## src/rtl/bxl_pkg.sv

```systemverilog
package bxl_pkg;

  localparam int unsigned WORD_W = 32;
  localparam int unsigned LEN_W  = 11;
  localparam int unsigned OFF_W  = 17;

  typedef enum logic { SIDE_DATA = 1'b0, SIDE_INSN = 1'b1 } side_e;

  typedef struct packed {
    logic              hit;
    logic [WORD_W-1:0] pa;
    logic              rd_ok;
    logic              wr_ok;
  } xl_res_t;

  // Length mask taken from upper word, aligned to address bits 27..17.
  function automatic logic [LEN_W-1:0] len_mask(input logic [WORD_W-1:0] up);
    return up[12:2];
  endfunction

  function automatic logic addr_matches(input logic [WORD_W-1:0] up,
                                        input logic [WORD_W-1:0] ea);
    logic [LEN_W-1:0] keep;
    keep = ~len_mask(up);
    return (ea[31:28] == up[31:28]) &&
           ((ea[27:17] & keep) == up[27:17]);
  endfunction

  function automatic logic level_enabled(input logic [WORD_W-1:0] up,
                                         input logic user);
    return user ? up[0] : up[1];
  endfunction

  function automatic logic [WORD_W-1:0] phys_addr(input logic [WORD_W-1:0] up,
                                                  input logic [WORD_W-1:0] lo,
                                                  input logic [WORD_W-1:0] ea);
    return {lo[31:28], (ea[27:17] & len_mask(up)) | lo[27:17], ea[OFF_W-1:0]};
  endfunction

  function automatic logic grant_rd(input logic [WORD_W-1:0] lo);
    return lo[1] | lo[0];
  endfunction

  function automatic logic grant_wr(input logic [WORD_W-1:0] lo);
    return lo[1];
  endfunction

endpackage

```

## src/rtl/bxl_regfile.sv

```systemverilog
module bxl_regfile
  import bxl_pkg::*;
#(
  parameter int unsigned ENTRIES = 4,
  localparam int unsigned IDX_W  = (ENTRIES > 1) ? $clog2(ENTRIES) : 1
) (
  input  logic                              clk,
  input  logic                              rst_n,
  input  logic                              we,
  input  logic                              side,
  input  logic [IDX_W-1:0]                  idx,
  input  logic                              upper,
  input  logic [WORD_W-1:0]                 wdata,
  output logic [ENTRIES-1:0][WORD_W-1:0]    insn_up,
  output logic [ENTRIES-1:0][WORD_W-1:0]    insn_lo,
  output logic [ENTRIES-1:0][WORD_W-1:0]    data_up,
  output logic [ENTRIES-1:0][WORD_W-1:0]    data_lo
);

  for (genvar e = 0; e < ENTRIES; e++) begin : g_ent
    logic sel;
    assign sel = we && (idx == IDX_W'(e));

    always_ff @(posedge clk) begin
      if (!rst_n) begin
        insn_up[e] <= '0;
        insn_lo[e] <= '0;
        data_up[e] <= '0;
        data_lo[e] <= '0;
      end else if (sel) begin
        unique case ({side, upper})
          {SIDE_INSN, 1'b1}: insn_up[e] <= wdata;
          {SIDE_INSN, 1'b0}: insn_lo[e] <= wdata;
          {SIDE_DATA, 1'b1}: data_up[e] <= wdata;
          default:           data_lo[e] <= wdata;
        endcase
      end
    end
  end

endmodule

```

## src/rtl/bxl_entry_match.sv

```systemverilog
module bxl_entry_match
  import bxl_pkg::*;
(
  input  logic [WORD_W-1:0] up,
  input  logic [WORD_W-1:0] lo,
  input  logic [WORD_W-1:0] ea,
  input  logic              user,
  output logic              hit,
  output logic [WORD_W-1:0] pa,
  output logic              rd_ok,
  output logic              wr_ok
);

  assign hit   = addr_matches(up, ea) && level_enabled(up, user);
  assign pa    = phys_addr(up, lo, ea);
  assign rd_ok = grant_rd(lo);
  assign wr_ok = grant_wr(lo);

endmodule

```

## src/rtl/bxl_pick.sv

```systemverilog
module bxl_pick
  import bxl_pkg::*;
#(
  parameter int unsigned ENTRIES = 4
) (
  input  logic [ENTRIES-1:0]             hit_vec,
  input  logic [ENTRIES-1:0][WORD_W-1:0] pa_vec,
  input  logic [ENTRIES-1:0]             rd_vec,
  input  logic [ENTRIES-1:0]             wr_vec,
  output logic [ENTRIES-1:0]             grant_vec,
  output xl_res_t                        res
);

  // Lowest index wins: an entry is granted when no lower entry hit.
  logic [ENTRIES:0] seen;
  assign seen[0] = 1'b0;

  for (genvar e = 0; e < ENTRIES; e++) begin : g_pri
    assign grant_vec[e] = hit_vec[e] && !seen[e];
    assign seen[e+1]    = seen[e] || hit_vec[e];
  end

  always_comb begin
    res = '0;
    for (int e = 0; e < ENTRIES; e++) begin
      if (grant_vec[e]) begin
        res.hit   = 1'b1;
        res.pa    = pa_vec[e];
        res.rd_ok = rd_vec[e];
        res.wr_ok = wr_vec[e];
      end
    end
  end

endmodule

```

## src/rtl/bxl_matcher.sv

```systemverilog
module bxl_matcher
  import bxl_pkg::*;
#(
  parameter int unsigned ENTRIES = 4,
  localparam int unsigned IDX_W  = (ENTRIES > 1) ? $clog2(ENTRIES) : 1
) (
  input  logic              clk,
  input  logic              rst_n,
  input  logic              cfg_we,
  input  logic              cfg_side,
  input  logic [IDX_W-1:0]  cfg_idx,
  input  logic              cfg_upper,
  input  logic [31:0]       cfg_wdata,
  input  logic              lk_req,
  input  logic              lk_code,
  input  logic              lk_user,
  input  logic              lk_write,
  input  logic [31:0]       lk_ea,
  output logic              rs_valid,
  output logic              rs_hit,
  output logic [31:0]       rs_pa,
  output logic              rs_rd_ok,
  output logic              rs_wr_ok,
  output logic              rs_prot_fault
);

  logic [ENTRIES-1:0][WORD_W-1:0] insn_up, insn_lo, data_up, data_lo;
  logic [ENTRIES-1:0][WORD_W-1:0] set_up, set_lo, pa_vec;
  logic [ENTRIES-1:0]             hit_vec, rd_vec, wr_vec, grant_vec;
  xl_res_t                        pick_res;
  logic                           fault_now;

  bxl_regfile #(.ENTRIES(ENTRIES)) regs_i (
    .clk     (clk),
    .rst_n   (rst_n),
    .we      (cfg_we),
    .side    (cfg_side),
    .idx     (cfg_idx),
    .upper   (cfg_upper),
    .wdata   (cfg_wdata),
    .insn_up (insn_up),
    .insn_lo (insn_lo),
    .data_up (data_up),
    .data_lo (data_lo)
  );

  assign set_up = lk_code ? insn_up : data_up;
  assign set_lo = lk_code ? insn_lo : data_lo;

  for (genvar e = 0; e < ENTRIES; e++) begin : g_cmp
    bxl_entry_match cmp_i (
      .up    (set_up[e]),
      .lo    (set_lo[e]),
      .ea    (lk_ea),
      .user  (lk_user),
      .hit   (hit_vec[e]),
      .pa    (pa_vec[e]),
      .rd_ok (rd_vec[e]),
      .wr_ok (wr_vec[e])
    );
  end

  bxl_pick #(.ENTRIES(ENTRIES)) pick_i (
    .hit_vec   (hit_vec),
    .pa_vec    (pa_vec),
    .rd_vec    (rd_vec),
    .wr_vec    (wr_vec),
    .grant_vec (grant_vec),
    .res       (pick_res)
  );

  assign fault_now = pick_res.hit &&
                     (lk_write ? !pick_res.wr_ok : !pick_res.rd_ok);

  always_ff @(posedge clk) begin
    if (!rst_n) begin
      rs_valid      <= 1'b0;
      rs_hit        <= 1'b0;
      rs_pa         <= '0;
      rs_rd_ok      <= 1'b0;
      rs_wr_ok      <= 1'b0;
      rs_prot_fault <= 1'b0;
    end else begin
      rs_valid <= lk_req;
      if (lk_req) begin
        rs_hit        <= pick_res.hit;
        rs_pa         <= pick_res.pa;
        rs_rd_ok      <= pick_res.rd_ok;
        rs_wr_ok      <= pick_res.wr_ok;
        rs_prot_fault <= fault_now;
      end
    end
  end

endmodule

```

## config.mk

```make
export PLATFORM = sky130hd
export DESIGN_NAME = bxl_matcher
export DESIGN_NICKNAME = d
export VERILOG_FILES = /design/src/rtl/bxl_pkg.sv /design/src/rtl/bxl_regfile.sv /design/src/rtl/bxl_entry_match.sv /design/src/rtl/bxl_pick.sv /design/src/rtl/bxl_matcher.sv
export SDC_FILE = /design/constraint.sdc
export NUM_CORES = 1
export LEC_CHECK = 0
export ABC_CLOCK_PERIOD_IN_PS = 5000
export BUFFER_PORTS_ARGS = -buffer_cell sky130_fd_sc_hd__buf_2
export CAP_MARGIN = 10
export CELL_PAD_IN_SITES_DETAIL_PLACEMENT = 0
export CELL_PAD_IN_SITES_GLOBAL_PLACEMENT = 1
export CORE_MARGIN = 4
export CORE_UTILIZATION = 51
export CTS_BUF_LIST = sky130_fd_sc_hd__clkbuf_8
export DETAILED_ROUTE_END_ITERATION = 8
export HOLD_SLACK_MARGIN = 0.02
export PLACE_DENSITY = 0.89
export SLEW_MARGIN = 20
export SYNTH_ARGS = -nofsm -noshare
export SYNTH_HDL_FRONTEND = slang
export SYNTH_SLANG_ARGS = --single-unit
```

## constraint.sdc

```tcl
create_clock -name clk -period 5 [get_ports clk]
set_input_delay 0.25 -clock clk [delete_from_list [all_inputs] [get_ports clk]]
set_output_delay 0.25 -clock clk [all_outputs]
set_load 0.01 [all_outputs]
```

# [Word-level counts from Yosys, hierarchy flattened]
# Index checks and enable logic that the tools add are counted.
[totals] ff_bits=549 out_inout_bits=37 wordCells=109 inputBits=75
[op_classes] bitwise=21 muxes=11 n_reduce_logical=41 eq_ne=14
[op_table] op="$mux W128" count=2
[op_table] op="$mux W35" count=4
[op_table] op="$and A11 B11 Y11" count=8
[op_table] op="$eq A11 B11 Y1" count=4
[op_table] op="$not A11 Y11" count=4
[op_table] op="$or A11 B11 Y11" count=4
[op_table] op="$reduce_and A2 Y1" count=16
[op_table] op="$eq A4 B4 Y1" count=4
[op_table] op="$logic_and A1 B1 Y1" count=16
[op_table] op="$eq A2 B2 Y1 const B" count=4
[op_table] op="$logic_not A1 Y1" count=5
[op_table] op="$mux W1" count=5
[op_table] op="$eq A2 B1 Y1 const B" count=2
[op_table] op="$or A1 B1 Y1" count=4
[op_table] op="$reduce_or A3 Y1" count=1
[op_table] op="$logic_not A2 Y1" count=1
[op_table] op="$logic_or A1 B1 Y1" count=2
[op_table] op="$not A1 Y1" count=1

# [Logic depth before layout (Yosys ltp)]
# Gate-level depths: netlist of the first run.
[depth] ltp_word=14 ltp_mapped=14 depth_no_buf=9

# [Modules after synthesis]
# A second synthesis of the first run with hierarchy kept.
[hier_totals] cells_unflattened=2572 area_unflattened_um2=25797.2
[modules_own_cells] mod="bxl_regfile" area_each_um2=18174.9 seq_area_each_um2=10249.8 n_inst=1 cells_per_inst=1740
[modules_own_cells] mod="bxl_matcher" area_each_um2=4583.1 seq_area_each_um2=740.7 n_inst=1 cells_per_inst=404
[modules_own_cells] mod="bxl_entry_match" area_each_um2=529.3 seq_area_each_um2=0.0 n_inst=4 cells_per_inst=67
[modules_own_cells] mod="bxl_pick" area_each_um2=922.1 seq_area_each_um2=0.0 n_inst=1 cells_per_inst=160

# [Worst setup path after synthesis of the first run]
# OpenSTA, ideal clock, no wires.
[synth_timing] path_type="input port to flip-flop" startpoint="in lk_code" endpoint="reg rs_prot_fault" path_slack_ns=2.733 path_buffers=4 stages=13 arrival_time_ns=2.199 cell_sequence="buf_6 buf_8 buf_6 nor3b_1 o21ai_0 nand4_1 nor3_4 nand3_4 and4b_4 buf_6 a221oi_2 a31oi_1 o21ai_1"
[synth_between] elab_chain_len=14
[synth_rtl] element="start: declaration" line_no="bxl_matcher.sv:15" rtl="input logic lk_code,"
[synth_rtl] element="$mux W128" line_no="bxl_matcher.sv:47" rtl="assign set_up = lk_code ? insn_up : data_up;"
[synth_rtl] element="$not A11 Y11" line_no="bxl_pkg.sv:24" rtl="keep = ~len_mask(up);"
[synth_rtl] element="$and A11 B11 Y11" line_no="bxl_pkg.sv:26" rtl="((ea[27:17] & keep) == up[27:17]);"
[synth_rtl] element="$eq A11 B11 Y1" line_no="bxl_pkg.sv:26"
[synth_rtl] element="$logic_and A1 B1 Y1" line_no="bxl_pkg.sv:25" rtl="return (ea[31:28] == up[31:28]) &&"
[synth_rtl] element="$logic_and A1 B1 Y1" line_no="bxl_entry_match.sv:14" rtl="assign hit = addr_matches(up, ea) && level_enabled(up, user);"
[synth_rtl] element="$logic_not A1 Y1 / $logic_or A1 B1 Y1 (equally long branches)" line_no="bxl_pick.sv:19, bxl_pick.sv:20"
[synth_rtl] element="$logic_and A1 B1 Y1 (tied with other cells)" line_no="bxl_pick.sv:19" rtl="assign grant_vec[e] = hit_vec[e] && !seen[e];"
[synth_rtl] element="$mux W35 (tied with other cells)" line_no="bxl_pick.sv:26" rtl="if (grant_vec[e]) begin"
[synth_rtl] element="$mux W35 / $logic_and A1 B1 Y1 (equally long branches)" line_no="bxl_pick.sv:26, bxl_pick.sv:19"
[synth_rtl] element="$mux W35 (*)" line_no="bxl_pick.sv:26"
[synth_rtl] element="$logic_not A1 Y1" line_no="bxl_matcher.sv:73" rtl="(lk_write ? !pick_res.wr_ok : !pick_res.rd_ok);"
[synth_rtl] element="$mux W1" line_no="bxl_matcher.sv:73"
[synth_rtl] element="$logic_and A1 B1 Y1 (*)" line_no="bxl_matcher.sv:72" rtl="assign fault_now = pick_res.hit &&"
[synth_rtl] element="end signal: assignment" line_no="bxl_matcher.sv:90" rtl="rs_prot_fault <= fault_now;"
[synth_rtl] element="end: declaration" line_no="bxl_matcher.sv:24" rtl="output logic rs_prot_fault"
# Every way passes the cells marked *; elsewhere a longest branch is shown, timed or not.
# A chain may end at the register's enable or synchronous reset.

# [Worst setup path after layout of the first run]
[layout_timing] startpoint="reg regs_i.data_up[44] (netlist bit)" endpoint="reg rs_pa[21]"
[layout_between] elab_chain_len=11
[layout_rtl] element="start: declaration" line_no="bxl_regfile.sv:16" rtl="output logic [ENTRIES-1:0][WORD_W-1:0] data_up,"
[layout_rtl] element="start signal: indexed assignment" line_no="bxl_regfile.sv:34" rtl="{SIDE_DATA, 1'b1}: data_up[e] <= wdata;"
[layout_rtl] element="$mux W128 (*)" line_no="bxl_matcher.sv:47"
[layout_rtl] element="$not A11 Y11 (*)" line_no="bxl_pkg.sv:24"
[layout_rtl] element="$and A11 B11 Y11 (*)" line_no="bxl_pkg.sv:26"
[layout_rtl] element="$eq A11 B11 Y1 (*)" line_no="bxl_pkg.sv:26"
[layout_rtl] element="$logic_and A1 B1 Y1 (*)" line_no="bxl_pkg.sv:25"
[layout_rtl] element="$logic_and A1 B1 Y1 (*)" line_no="bxl_entry_match.sv:14"
[layout_rtl] element="$logic_or A1 B1 Y1" line_no="bxl_pick.sv:20" rtl="assign seen[e+1] = seen[e] || hit_vec[e];"
[layout_rtl] element="$logic_not A1 Y1 / $logic_or A1 B1 Y1 (equally long branches)" line_no="bxl_pick.sv:19, bxl_pick.sv:20"
[layout_rtl] element="$logic_and A1 B1 Y1 / $logic_not A1 Y1 (equally long branches)" line_no="bxl_pick.sv:19"
[layout_rtl] element="$mux W35 / $logic_and A1 B1 Y1 (equally long branches)" line_no="bxl_pick.sv:26, bxl_pick.sv:19"
[layout_rtl] element="$mux W35 (*)" line_no="bxl_pick.sv:26"
[layout_rtl] element="end signal: assignment" line_no="bxl_matcher.sv:87" rtl="rs_pa <= pick_res.pa;"
[layout_rtl] element="end: declaration" line_no="bxl_matcher.sv:21" rtl="output logic [31:0] rs_pa,"
# Marked as above.

==> impl_metrics.py, run 1 <==
metrics = {
    "run_status": {
        "outcome": "finished clean",
    },
    "detailed_routing": {
        "detailed_route_wire_length_um": 60300,
        "antenna_left": 0,
        "viasPerCell": 5.79,
        "wl_per_cell_um": 20.8,
        "remaining_drc_errors": 0,
        "drt_pass1_iterations": 5,
        "num_vias": 16764,
        "first_iter_violations": 1252,
    },
    "timing": {
        "setup_viol": 0,
        "final_hold_viol_count": 0,
        "slew_headroom": 0.258,
        "tns_ns": 0,
        "period_minus_slack_ns": 3.10,
        "post-route-period-util": 0.620,
        "timing_max_transition_violations_final": 0,
        "grt_setup_unrepaired": "no",
        "max_slew.worst_pin.slew_ns": 1.11,
        "clock.fmax_ghz": 0.323,
        "finClkSkew_ns": 0.0132,
        "setup_slack_ns": 1.90,
    },
    "synth": {
        "synth_edf_count": 0,
        "syn_area_per_cell_um2": 7.99,
        "post_synth_inst_count": 2343,
        "synthesis.yosys.warnings": 0,
        "synth.distinct_cells": 57,
        "seq_area_frac_synth": 0.425,
        "synth_async_sr_flop_share": 0,
        "synth.net_count": 2418,
        "synthTopCellsByArea": "sky130_fd_sc_hd__dfxtp_1 42%, sky130_fd_sc_hd__nand2_1 15%, sky130_fd_sc_hd__a21boi_0 14%",
        "yosys_register_bits": 397,
        "netlist.top_cell.by_area": "sky130_fd_sc_hd__dfxtp_1",
        "synth.cell_area_mm2": 0.0187,
        "yosys.area.top_type_share": 0.425,
        "ys_dominant_reg_cell": "sky130_fd_sc_hd__dfxtp_1",
    },
    "layout": {
        "filler_cell_count": 3290,
        "finish.net_count": 2459,
        "final_common_cell": "sky130_fd_sc_hd__nand2_1",
        "proportion_of_layout_cells_with_a_drive_suffix_above_1": 0.124,
        "most_frequent_cells_in_the_layout": "746 x sky130_fd_sc_hd__nand2_1, 397 x sky130_fd_sc_hd__dfxtp_1, 361 x sky130_fd_sc_hd__a21boi_0, 105 x sky130_fd_sc_hd__a21oi_1, 105 x sky130_fd_sc_hd__buf_2",
        "syn2layout_area_growth_pct": 12.6,
    },
    "global_route": {
        "gr-usage-all-layers": 0.298,
        "grt_max_degree": 163,
        "antenna_found_initial": 2,
        "globalRouteOverflowTotal": 0,
        "grt_first_pass_wirelength_um": 92500,
        "grt_pass1_vias": 16144,
    },
    "placement": {
        "place_ws_ns": 1.33,
        "routabilityCongestion": 0.933,
        "place_hpwl_um": 39200,
        "io_buffers": 107,
    },
    "min_path": {
        "min-delay-start": "cfg_wdata[22]",
        "whs_path_depth": 3,
        "hold_class": "input pin to flip-flop",
        "hold_path_end": "regs_i.insn_lo[86]$_SDFFE_PN0P_",
    },
    "power_and_ir_drop": {
        "intPower_mw": 5.12,
        "logic_pwr_share": 0.081,
        "power.share.clock": 0.449,
        "power_switching_share": 0.256,
        "p_per_area_mw_per_mm2": 326,
        "p_leak_nw": 7.04,
        "worst_ir_drop_vdd_mv": 0.236,
        "seqPwrFrac": 0.470,
        "switchingPower_mw": 1.76,
    },
    "die": {
        "width_of_the_die_um": 200,
        "core_area_mm2": 0.0359,
        "num_io_pins": 112,
        "die_height_um": 200,
        "design.die.area_mm2": 0.0398,
        "floorplan.initialDensity": 0.521,
        "rows": 69,
    },
    "setup_path": {
        "rr_startpoint": "regs_i.data_up[44]$_SDFFE_PN0P_",
        "worst_r2r_endpoint": "rs_pa[21]$_SDFFE_PN0P_",
        "data_arrival_time_at_the_worst_slack_endpoint_ns": 3.59,
        "rrSetupSlack_ns": 1.90,
        "r2r.worst_path.cells": 10,
        "crit_path_end_kind": "flip-flop",
        "critPathTopFamily": "simple AND/OR/NAND/NOR gates",
        "slowest_delay_ns": 0.49,
        "cp_num_buf_inv": 1,
        "critPathMaxFanout": 11,
        "cp-start-kind": "flip-flop",
        "slowest_stage": "sky130_fd_sc_hd__nor3_2",
        "criticalPathCategory": "flip-flop to flip-flop",
        "cp_data_required_time_ns": 5.49,
        "timing.critical_path.cells": "nand2b_1, a221oi_1, a31oi_1, nor3_2, and3_1, buf_4, a2111oi_2, o21ai_1, nor2b_1, a21oi_1",
    },
    "clocking": {
        "clk-insertion-delay-late_ns": 0.62,
        "ctsLongestPathBuffers": 3,
        "clockRootBuffer": "sky130_fd_sc_hd__clkbuf_8",
        "tritoncts_clock_tree": "built",
        "number_of_levels_in_the_clock_h_tree": 3,
        "clk_transition_reported_paths_ns": 0.06,
        "cts_buffers": 70,
        "cts_repair_resize_count": 0,
        "cts.sink_count": 397,
    },
    "job": {
        "maxCapViolCount": 0,
    },
}
[cell families after synthesis]
logic type	share of synthesized area
and+or+nand+nor	0.229
AOI/OAI and AO/OA	0.243
muxes	0.0265
DFF	0.425
buffers and inverters	0.0455
xor gates and xnor gates	0.0314
[state kept, by name, indices dropped and copies added (netlist names)]
register / cells
regs_i.data_lo: 68
regs_i.data_up: 112
regs_i.insn_lo: 68
regs_i.insn_up: 112
rs_hit: 1
rs_pa: 32
rs_prot_fault: 1
rs_rd_ok: 1
rs_valid: 1
rs_wr_ok: 1
[how the worst max path moves through the flow]
| stage | startpoint | to | slack (ns) | depth (start not counted) |
|---|---|---|---|---|
| after detailed placement | lk_code | rs_pa[25]$_SDFFE_PN0P_ | 1.33 | 12 |
| final | regs_i.data_up[44]$_SDFFE_PN0P_ | rs_pa[21]$_SDFFE_PN0P_ | 1.90 | 10 |
| after global placement | lk_code | rs_pa[25]$_SDFFE_PN0P_ | 1.41 | 12 |
| after CTS | lk_code | rs_pa[25]$_SDFFE_PN0P_ | 1.98 | 12 |
| after global routing | lk_code | rs_prot_fault$_SDFFE_PN0P_ | 1.76 | 11 |
| after floorplan | lk_code | rs_prot_fault$_SDFFE_PN0P_ | 2.73 | 13 |
[Yosys cell counts, types with 14 or more instances]
library cell,n
sky130_fd_sc_hd__mux2_2,15
sky130_fd_sc_hd__xnor2_1,51
sky130_fd_sc_hd__a211oi_1,67
sky130_fd_sc_hd__nor2_1,26
sky130_fd_sc_hd__mux2i_1,26
sky130_fd_sc_hd__nor2b_1,77
sky130_fd_sc_hd__dfxtp_1,397
sky130_fd_sc_hd__o21ai_0,37
sky130_fd_sc_hd__nor3_1,27
sky130_fd_sc_hd__a22oi_1,26
sky130_fd_sc_hd__nand3_1,14
sky130_fd_sc_hd__o21ai_1,15
sky130_fd_sc_hd__nor3b_1,17
sky130_fd_sc_hd__xor2_1,16
sky130_fd_sc_hd__a21oi_1,105
sky130_fd_sc_hd__nand4_1,21
sky130_fd_sc_hd__nand2_1,748
sky130_fd_sc_hd__nand2b_1,42
sky130_fd_sc_hd__a21boi_0,361
sky130_fd_sc_hd__clkbuf_1,162
[metal layers]
metal / vias to the layer above / global-route usage / routed length, um
met5: - / 0 / 7
met4: 2 / 0.124 / 2400
met3: 139 / 0.0511 / 4570
met2: 640 / 0.468 / 27200
met1: 8013 / 0.409 / 26100
li1: 7970 / - / -
[tightest hold or removal path, delay by kind of cell]
| kind | cells | cell delay (ns) |
|---|---|---|
| AND/OR/NAND/NOR | 1 | 0.10 |
| AO/OA/AOI/OAI | 1 | 0.06 |
| buffers and inverters | 1 | 0.22 |
[timing repair]
item / CTS / global route
hold endpoints to repair: 84 / 0
setup buffers: 0 / 0
setup endpoints to repair: 0 / 0
hold buffers: 29 / 0
[power groups by stage]
| stage | Combinational [mW] | Clock, mW | Sequential [mW] |
|---|---|---|---|
| floorplan | 0.346 | 0 | 3.30 |
| global placement | 0.517 | 0 | 3.30 |
| detailed placement | 0.525 | 0 | 3.30 |
| CTS | 0.545 | 3.13 | 3.24 |
| global route | 0.593 | 3.28 | 3.24 |
| finish | 0.555 | 3.09 | 3.24 |
[through the flow]
stage / utilization / area (um2) / total power, mW / hold WS (ns) / cells
after floorplan: - / 18700 / 3.65 / 0.416 / 2343
after global placement: 0.538 / 19300 / 3.82 / 0.446 / 2744
after detailed placement: 0.538 / 19300 / 3.83 / 0.456 / 2744
after CTS: 0.587 / 21100 / 6.91 / 0.0363 / 2896
after global routing: 0.587 / 21100 / 7.11 / 0.0661 / 2897
final: 0.587 / 21100 / 6.88 / 0.0729 / 2897
[cell type report]
type                       instances  area (um2)  area share
timing repair buffer             167        1090      0.0515
multi-input combinational       1744       10000       0.474
clock inverter                    26         119     0.00564
sequential                       397        7950       0.377
clock buffer                      97        1340      0.0633
tap                              461         577      0.0274
antenna                            1        2.50    0.000119
inverter                           4        15.0    0.000712
Power figures use the tool's default switching activity.
==> inputs of run 2 (changes only) <==
--- a/config.mk
+++ b/config.mk
@@ -5,17 +5,17 @@
 export SDC_FILE = /design/constraint.sdc
 export NUM_CORES = 1
 export LEC_CHECK = 0
-export ABC_CLOCK_PERIOD_IN_PS = 5000
+export ABC_CLOCK_PERIOD_IN_PS = 3190
 export BUFFER_PORTS_ARGS = -buffer_cell sky130_fd_sc_hd__buf_2
 export CAP_MARGIN = 10
 export CELL_PAD_IN_SITES_DETAIL_PLACEMENT = 0
 export CELL_PAD_IN_SITES_GLOBAL_PLACEMENT = 1
 export CORE_MARGIN = 4
-export CORE_UTILIZATION = 51
+export CORE_UTILIZATION = 48
 export CTS_BUF_LIST = sky130_fd_sc_hd__clkbuf_8
 export DETAILED_ROUTE_END_ITERATION = 8
 export HOLD_SLACK_MARGIN = 0.02
-export PLACE_DENSITY = 0.89
+export PLACE_DENSITY = 0.85
 export SLEW_MARGIN = 20
 export SYNTH_ARGS = -nofsm -noshare
 export SYNTH_HDL_FRONTEND = slang
==> constraint.sdc (replaced) <==
create_clock -name clk -period 3.19 [get_ports clk]
set_input_delay 0.1595 -clock clk [delete_from_list [all_inputs] [get_ports clk]]
set_output_delay 0.1595 -clock clk [all_outputs]
set_load 0.01 [all_outputs]
==> impl_metrics.py, run 2 (synthesized netlist as in run 1, its figures left out) <==
metrics = {
    "layout": {
        "proportion_of_layout_cells_with_a_drive_suffix_above_1": 0.128,
        "multi_input_area_mm2": 0.00997,
        "reg_top3": "regs_i.data_up (112), regs_i.insn_up (112)",
        "seq_area_mm2": 0.00795,
        "most_frequent_cells_in_the_layout": "748 x sky130_fd_sc_hd__nand2_1, 397 x sky130_fd_sc_hd__dfxtp_1, 361 x sky130_fd_sc_hd__a21boi_0, 105 x sky130_fd_sc_hd__a21oi_1, 105 x sky130_fd_sc_hd__buf_2",
        "final_common_cell": "sky130_fd_sc_hd__nand2_1",
        "filler_cell_count": 3650,
        "finish.net_count": 2502,
        "syn2layout_area_growth_pct": 14.4,
        "insertedDiodeCount": 0,
        "layout.core_utilization": 0.555,
        "finish.cell_count_without_fillers": 2988,
    },
    "clocking": {
        "clk-insertion-delay-late_ns": 0.61,
        "clk_transition_reported_paths_ns": 0.06,
        "clockRootBuffer": "sky130_fd_sc_hd__clkbuf_8",
        "cts.sink_count": 397,
        "number_of_levels_in_the_clock_h_tree": 3,
        "postCtsSetupBuffers": 0,
        "cts_buffers": 69,
        "ctsLongestPathBuffers": 3,
        "tritoncts_clock_tree": "built",
    },
    "setup_path": {
        "critPathMaxFanout": 13,
        "worstSetupStartpoint": "regs_i.data_up[44]$_SDFFE_PN0P_",
        "data_arrival_time_at_the_worst_slack_endpoint_ns": 3.54,
        "cp-start-kind": "flip-flop",
        "worst_r2r_endpoint": "rs_pa[19]$_SDFFE_PN0P_",
        "rrSetupSlack_ns": 0.18,
        "criticalPathCategory": "flip-flop to flip-flop",
        "rr_startpoint": "regs_i.data_up[44]$_SDFFE_PN0P_",
        "r2r.worst_path.cells": 12,
        "cp_data_required_time_ns": 3.72,
        "crit_path_end_kind": "flip-flop",
    },
    "detailed_routing": {
        "wl_per_cell_um": 20.2,
        "antenna_left": 0,
        "viasPerCell": 5.61,
        "detailed_route_wire_length_um": 60300,
        "drt_pass1_iterations": 5,
        "num_vias": 16748,
        "first_iter_violations": 1229,
        "remaining_drc_errors": 0,
    },
    "timing": {
        "period_minus_slack_ns": 3.01,
        "final_hold_viol_count": 0,
        "finClkSkew_ns": 0.0244,
        "clock.fmax_ghz": 0.332,
        "grt_setup_unrepaired": "no",
        "max_slew.worst_pin.slew_ns": 1.11,
        "setup_slack_ns": 0.176,
        "setup_viol": 0,
        "post-route-period-util": 0.945,
        "slew_headroom": 0.259,
        "timing_max_transition_violations_final": 0,
        "tns_ns": 0,
    },
    "placement": {
        "place.detailed.instances": 2829,
        "routabilityCongestion": 0.899,
        "io_buffers": 107,
        "place_ws_ns": 0.122,
        "place_hpwl_um": 39600,
    },
    "global_route": {
        "grt_first_pass_wirelength_um": 93200,
        "grt_pass1_vias": 16182,
        "grt_max_degree": 145,
        "globalRouteOverflowTotal": 0,
        "gr-usage-all-layers": 0.283,
        "antenna_found_initial": 0,
    },
    "power_and_ir_drop": {
        "worst_ir_drop_vdd_mv": 0.404,
        "p_per_area_mw_per_mm2": 493,
        "totalPowerFinal_mw": 10.5,
        "p_leak_nw": 7.20,
    },
    "die": {
        "design.die.area_mm2": 0.0422,
        "die_height_um": 205,
        "width_of_the_die_um": 205,
        "num_io_pins": 112,
        "rows": 72,
        "floorplan.initialDensity": 0.485,
        "core_area_mm2": 0.0386,
    },
    "min_path": {
        "hold_class": "input pin to flip-flop",
        "whs_path_depth": 3,
        "hold_path_end": "regs_i.insn_lo[62]$_SDFFE_PN0P_",
        "min-delay-start": "cfg_wdata[30]",
    },
    "run_status": {
        "outcome": "finished clean",
    },
    "job": {
        "maxCapViolCount": 0,
    },
}
run 2: how the worst max path moves through the flow:
stage,to,slack (ns)
floorplan,rs_prot_fault$_SDFFE_PN0P_,1.01
global placement,rs_pa[17]$_SDFFE_PN0P_,0.17
detailed placement,rs_pa[17]$_SDFFE_PN0P_,0.12
CTS,rs_pa[17]$_SDFFE_PN0P_,0.24
global route,rs_pa[19]$_SDFFE_PN0P_,0.08
finish,rs_pa[19]$_SDFFE_PN0P_,0.18
run 2: layout make-up:
cell class	instances	area share
Clock buffer	86	0.0553
Clock inverter	28	0.00678
Inverter	4	0.000701
Multi-Input combinational cell	1744	0.466
Sequential cell	397	0.371
Tap cell	518	0.0303
Timing Repair Buffer	211	0.0704
run 2: worst max-delay path: stages, from the launching register on:
cell,delay [ns]
sky130_fd_sc_hd__dfxtp_1,0.34
sky130_fd_sc_hd__nand2b_1,0.15
sky130_fd_sc_hd__a221oi_1,0.33
sky130_fd_sc_hd__a31oi_1,0.10
sky130_fd_sc_hd__buf_4,0.16
sky130_fd_sc_hd__nor3_2,0.37
sky130_fd_sc_hd__buf_4,0.20
sky130_fd_sc_hd__nand3_1,0.10
sky130_fd_sc_hd__buf_12,0.20
sky130_fd_sc_hd__a211oi_1,0.44
sky130_fd_sc_hd__o21ai_1,0.23
sky130_fd_sc_hd__nor2b_1,0.18
sky130_fd_sc_hd__a21oi_1,0.13
run 2: metrics by stage:
stage | area [um2] | hold slack, ns
2_1_floorplan | 18700 | 0.326
3_3_place_gp | 19600 | 0.412
3_5_place_dp | 19600 | 0.424
4_1_cts | 21400 | 0.0298
5_1_grt | 21400 | 0.0317
6_report | 21400 | 0.0681
run 2: where the power goes:
group | switching [mW] | internal, mW
sequential | 0.0439 | 5.03
clock | 2.09 | 2.49
combinational | 0.567 | 0.330
total | 2.70 | 7.85
run 2: per-layer routing:
layer  vias up  GRT usage  routed length (um)
li1       8054          -                   -
met1      7992      0.392               26600
met2       585      0.457               27800
met3       117     0.0399                4010
met4         0     0.0940                1890
met5         -          0                   0
run 2: what timing repair did:
item	4_1_cts	5_1_grt
hold buffers	45	0
resized for setup	0	0
hold endpoints to repair	292	0
==> inputs of run 3 (changes only) <==
==> constraint.sdc (replaced) <==
create_clock -name clk -period 3.19 [get_ports clk]
set_input_delay 0.319 -clock clk [delete_from_list [all_inputs] [get_ports clk]]
set_output_delay 0.319 -clock clk [all_outputs]
set_load 0.01 [all_outputs]
==> impl_metrics.py, run 3 (synthesized netlist as in run 1, its figures left out) <==
metrics = {
    "run_status": {
        "outcome": "finished clean",
    },
    "setup_path": {
        "timing.critical_path.cells": "nand2b_1, xnor2_1, nor4_1, o2bb2ai_1, nand3_1, buf_12, a211oi_1, o21ai_1, nor2b_1, buf_4, a21oi_1",
        "cp_num_buf_inv": 2,
        "cp-start-kind": "flip-flop",
        "worstSetupStartpoint": "regs_i.data_up[41]$_SDFFE_PN0P_",
        "critPathMaxFanout": 13,
        "slowest_delay_ns": 0.60,
        "data_arrival_time_at_the_worst_slack_endpoint_ns": 3.45,
        "endpoint": "rs_pa[20]$_SDFFE_PN0P_",
        "rrSetupSlack_ns": 0.29,
        "critical_path_cell_count": 11,
        "critPathTopFamily": "simple AND/OR/NAND/NOR gates",
        "cp_data_required_time_ns": 3.73,
        "rr_startpoint": "regs_i.data_up[41]$_SDFFE_PN0P_",
        "criticalPathCategory": "flip-flop to flip-flop",
        "r2r.worst_path.cells": 11,
        "slowest_stage": "sky130_fd_sc_hd__nor4_1",
        "worst_r2r_endpoint": "rs_pa[20]$_SDFFE_PN0P_",
        "crit_path_end_kind": "flip-flop",
    },
    "timing": {
        "final_hold_viol_count": 0,
        "tns_ns": 0,
        "slew_headroom": 0.323,
        "setup_viol": 0,
        "timing_max_transition_violations_final": 0,
        "finClkSkew_ns": 0.0279,
        "period_minus_slack_ns": 2.90,
        "grt_setup_unrepaired": "no",
        "clock.fmax_ghz": 0.345,
        "max_slew.worst_pin.slew_ns": 1.01,
        "post-route-period-util": 0.910,
    },
    "clocking": {
        "ctsLongestPathBuffers": 3,
        "tritoncts_clock_tree": "built",
        "cts.sink_count": 397,
        "number_of_levels_in_the_clock_h_tree": 3,
        "clk-insertion-delay-late_ns": 0.63,
        "clockRootBuffer": "sky130_fd_sc_hd__clkbuf_8",
        "cts_buffers": 71,
        "postCtsSetupBuffers": 0,
        "clk_transition_reported_paths_ns": 0.06,
    },
    "die": {
        "width_of_the_die_um": 205,
        "die_height_um": 205,
        "num_io_pins": 112,
        "design.die.area_mm2": 0.0422,
        "rows": 72,
        "core_area_mm2": 0.0386,
        "floorplan.initialDensity": 0.485,
    },
    "global_route": {
        "gr-usage-all-layers": 0.287,
        "grt_pass1_vias": 16164,
        "grt_first_pass_wirelength_um": 93600,
        "antenna_found_initial": 1,
        "globalRouteOverflowTotal": 0,
        "grt_max_degree": 140,
    },
    "placement": {
        "place.detailed.instances": 2828,
        "place_hpwl_um": 40100,
        "io_buffers": 107,
        "routabilityCongestion": 0.885,
        "postPlaceCellArea_mm2": 0.0197,
    },
    "power_and_ir_drop": {
        "switchingPower_mw": 2.72,
        "p_per_area_mw_per_mm2": 496,
        "totalPowerFinal_mw": 10.5,
        "p_leak_nw": 7.13,
        "seqPwrFrac": 0.482,
        "intPower_mw": 7.80,
        "power_switching_share": 0.258,
        "power.share.clock": 0.434,
        "logic_pwr_share": 0.084,
        "worst_ir_drop_vdd_mv": 0.267,
    },
    "detailed_routing": {
        "detailed_route_wire_length_um": 60900,
        "remaining_drc_errors": 0,
        "drt_pass1_iterations": 5,
        "num_vias": 16691,
        "viasPerCell": 5.63,
        "antenna_left": 0,
        "wl_per_cell_um": 20.5,
        "first_iter_violations": 1410,
    },
    "layout": {
        "final_common_cell": "sky130_fd_sc_hd__nand2_1",
        "most_frequent_cells_in_the_layout": "748 x sky130_fd_sc_hd__nand2_1, 397 x sky130_fd_sc_hd__dfxtp_1, 361 x sky130_fd_sc_hd__a21boi_0, 105 x sky130_fd_sc_hd__a21oi_1, 105 x sky130_fd_sc_hd__buf_2",
        "syn2layout_area_growth_pct": 13.2,
        "finish.net_count": 2476,
        "proportion_of_layout_cells_with_a_drive_suffix_above_1": 0.127,
        "reg_top3": "regs_i.data_up (112), regs_i.insn_up (112)",
        "final_cell_area_mm2": 0.0212,
        "filler_cell_count": 3651,
        "finish.cell_count_without_fillers": 2967,
    },
    "min_path": {
        "hold_class": "input pin to flip-flop",
    },
    "job": {
        "maxCapViolCount": 0,
    },
}
==> run 3: how the worst min path moves through the flow <==
stage | startpoint | endpoint | slack, ns | depth (start not counted)
after floorplan | regs_i.data_lo[0]$_SDFFE_PN0P_ | regs_i.data_lo[0]$_SDFFE_PN0P_ | 0.44 | 2
after global placement | regs_i.data_up[1]$_SDFFE_PN0P_ | regs_i.data_up[1]$_SDFFE_PN0P_ | 0.45 | 2
after detailed placement | regs_i.data_up[32]$_SDFFE_PN0P_ | regs_i.data_up[32]$_SDFFE_PN0P_ | 0.45 | 2
after CTS | cfg_wdata[7] | regs_i.data_up[7]$_SDFFE_PN0P_ | 0.04 | 3
after global routing | cfg_wdata[12] | regs_i.insn_up[44]$_SDFFE_PN0P_ | 0.06 | 3
final | cfg_wdata[12] | regs_i.data_up[76]$_SDFFE_PN0P_ | 0.07 | 3
==> run 3: routing by layer <==
| metal | vias to the layer above | share of wire | track usage |
|---|---|---|---|
| li1 | 8007 | - | - |
| met4 | 0 | 0.029 | 0.0959 |
| met5 | - | 0 | 0 |
| met1 | 7970 | 0.44 | 0.394 |
| met2 | 608 | 0.45 | 0.455 |
| met3 | 106 | 0.078 | 0.0577 |
==> run 3: power by group through the flow <==
stage | logic, mW | clock network [mW] | registers [mW]
final | 0.879 | 4.57 | 5.07
after global routing | 0.944 | 4.87 | 5.08
after CTS | 0.866 | 4.66 | 5.07
after detailed placement | 0.846 | 0 | 5.18
after global placement | 0.837 | 0 | 5.18
after floorplan | 0.542 | 0 | 5.17
==> run 3: what timing repair did <==
item / 4_1_cts / 5_1_grt
resized for setup: 0 / 0
hold buffers: 18 / 0
hold endpoints to repair: 18 / 0
==> run 3: worst register-to-register path, delay by kind of cell, from the launching register on <==
| family | cells | cell delay, ns |
|---|---|---|
| buffers and inverters | 2 | 0.35 |
| and+or+nand+nor | 4 | 1.13 |
| AOI/OAI and AO/OA | 4 | 0.89 |
| DFF | 1 | 0.33 |
| xor gates and xnor gates | 1 | 0.14 |
==> run 3: final cells by class <==
class | count | area (um2) | share of cell area
inverter | 4 | 15.0 | 0.000709
tap | 518 | 648 | 0.0306
sequential | 397 | 7950 | 0.375
clock buffer | 88 | 1210 | 0.0572
timing repair buffer | 183 | 1250 | 0.0592
multi-input combinational | 1744 | 9980 | 0.471
clock inverter | 32 | 134 | 0.00632
antenna | 1 | 2.50 | 0.000118
==> run 3: per-stage QoR <==
stage	utilization	hold slack, ns	setup WS, ns
CTS	0.550	0.0355	0.313
floorplan	-	0.439	0.854
global placement	0.510	0.447	0.0838
finish	0.550	0.0687	0.289
global route	0.550	0.0555	0.123
detailed placement	0.510	0.454	0.0747
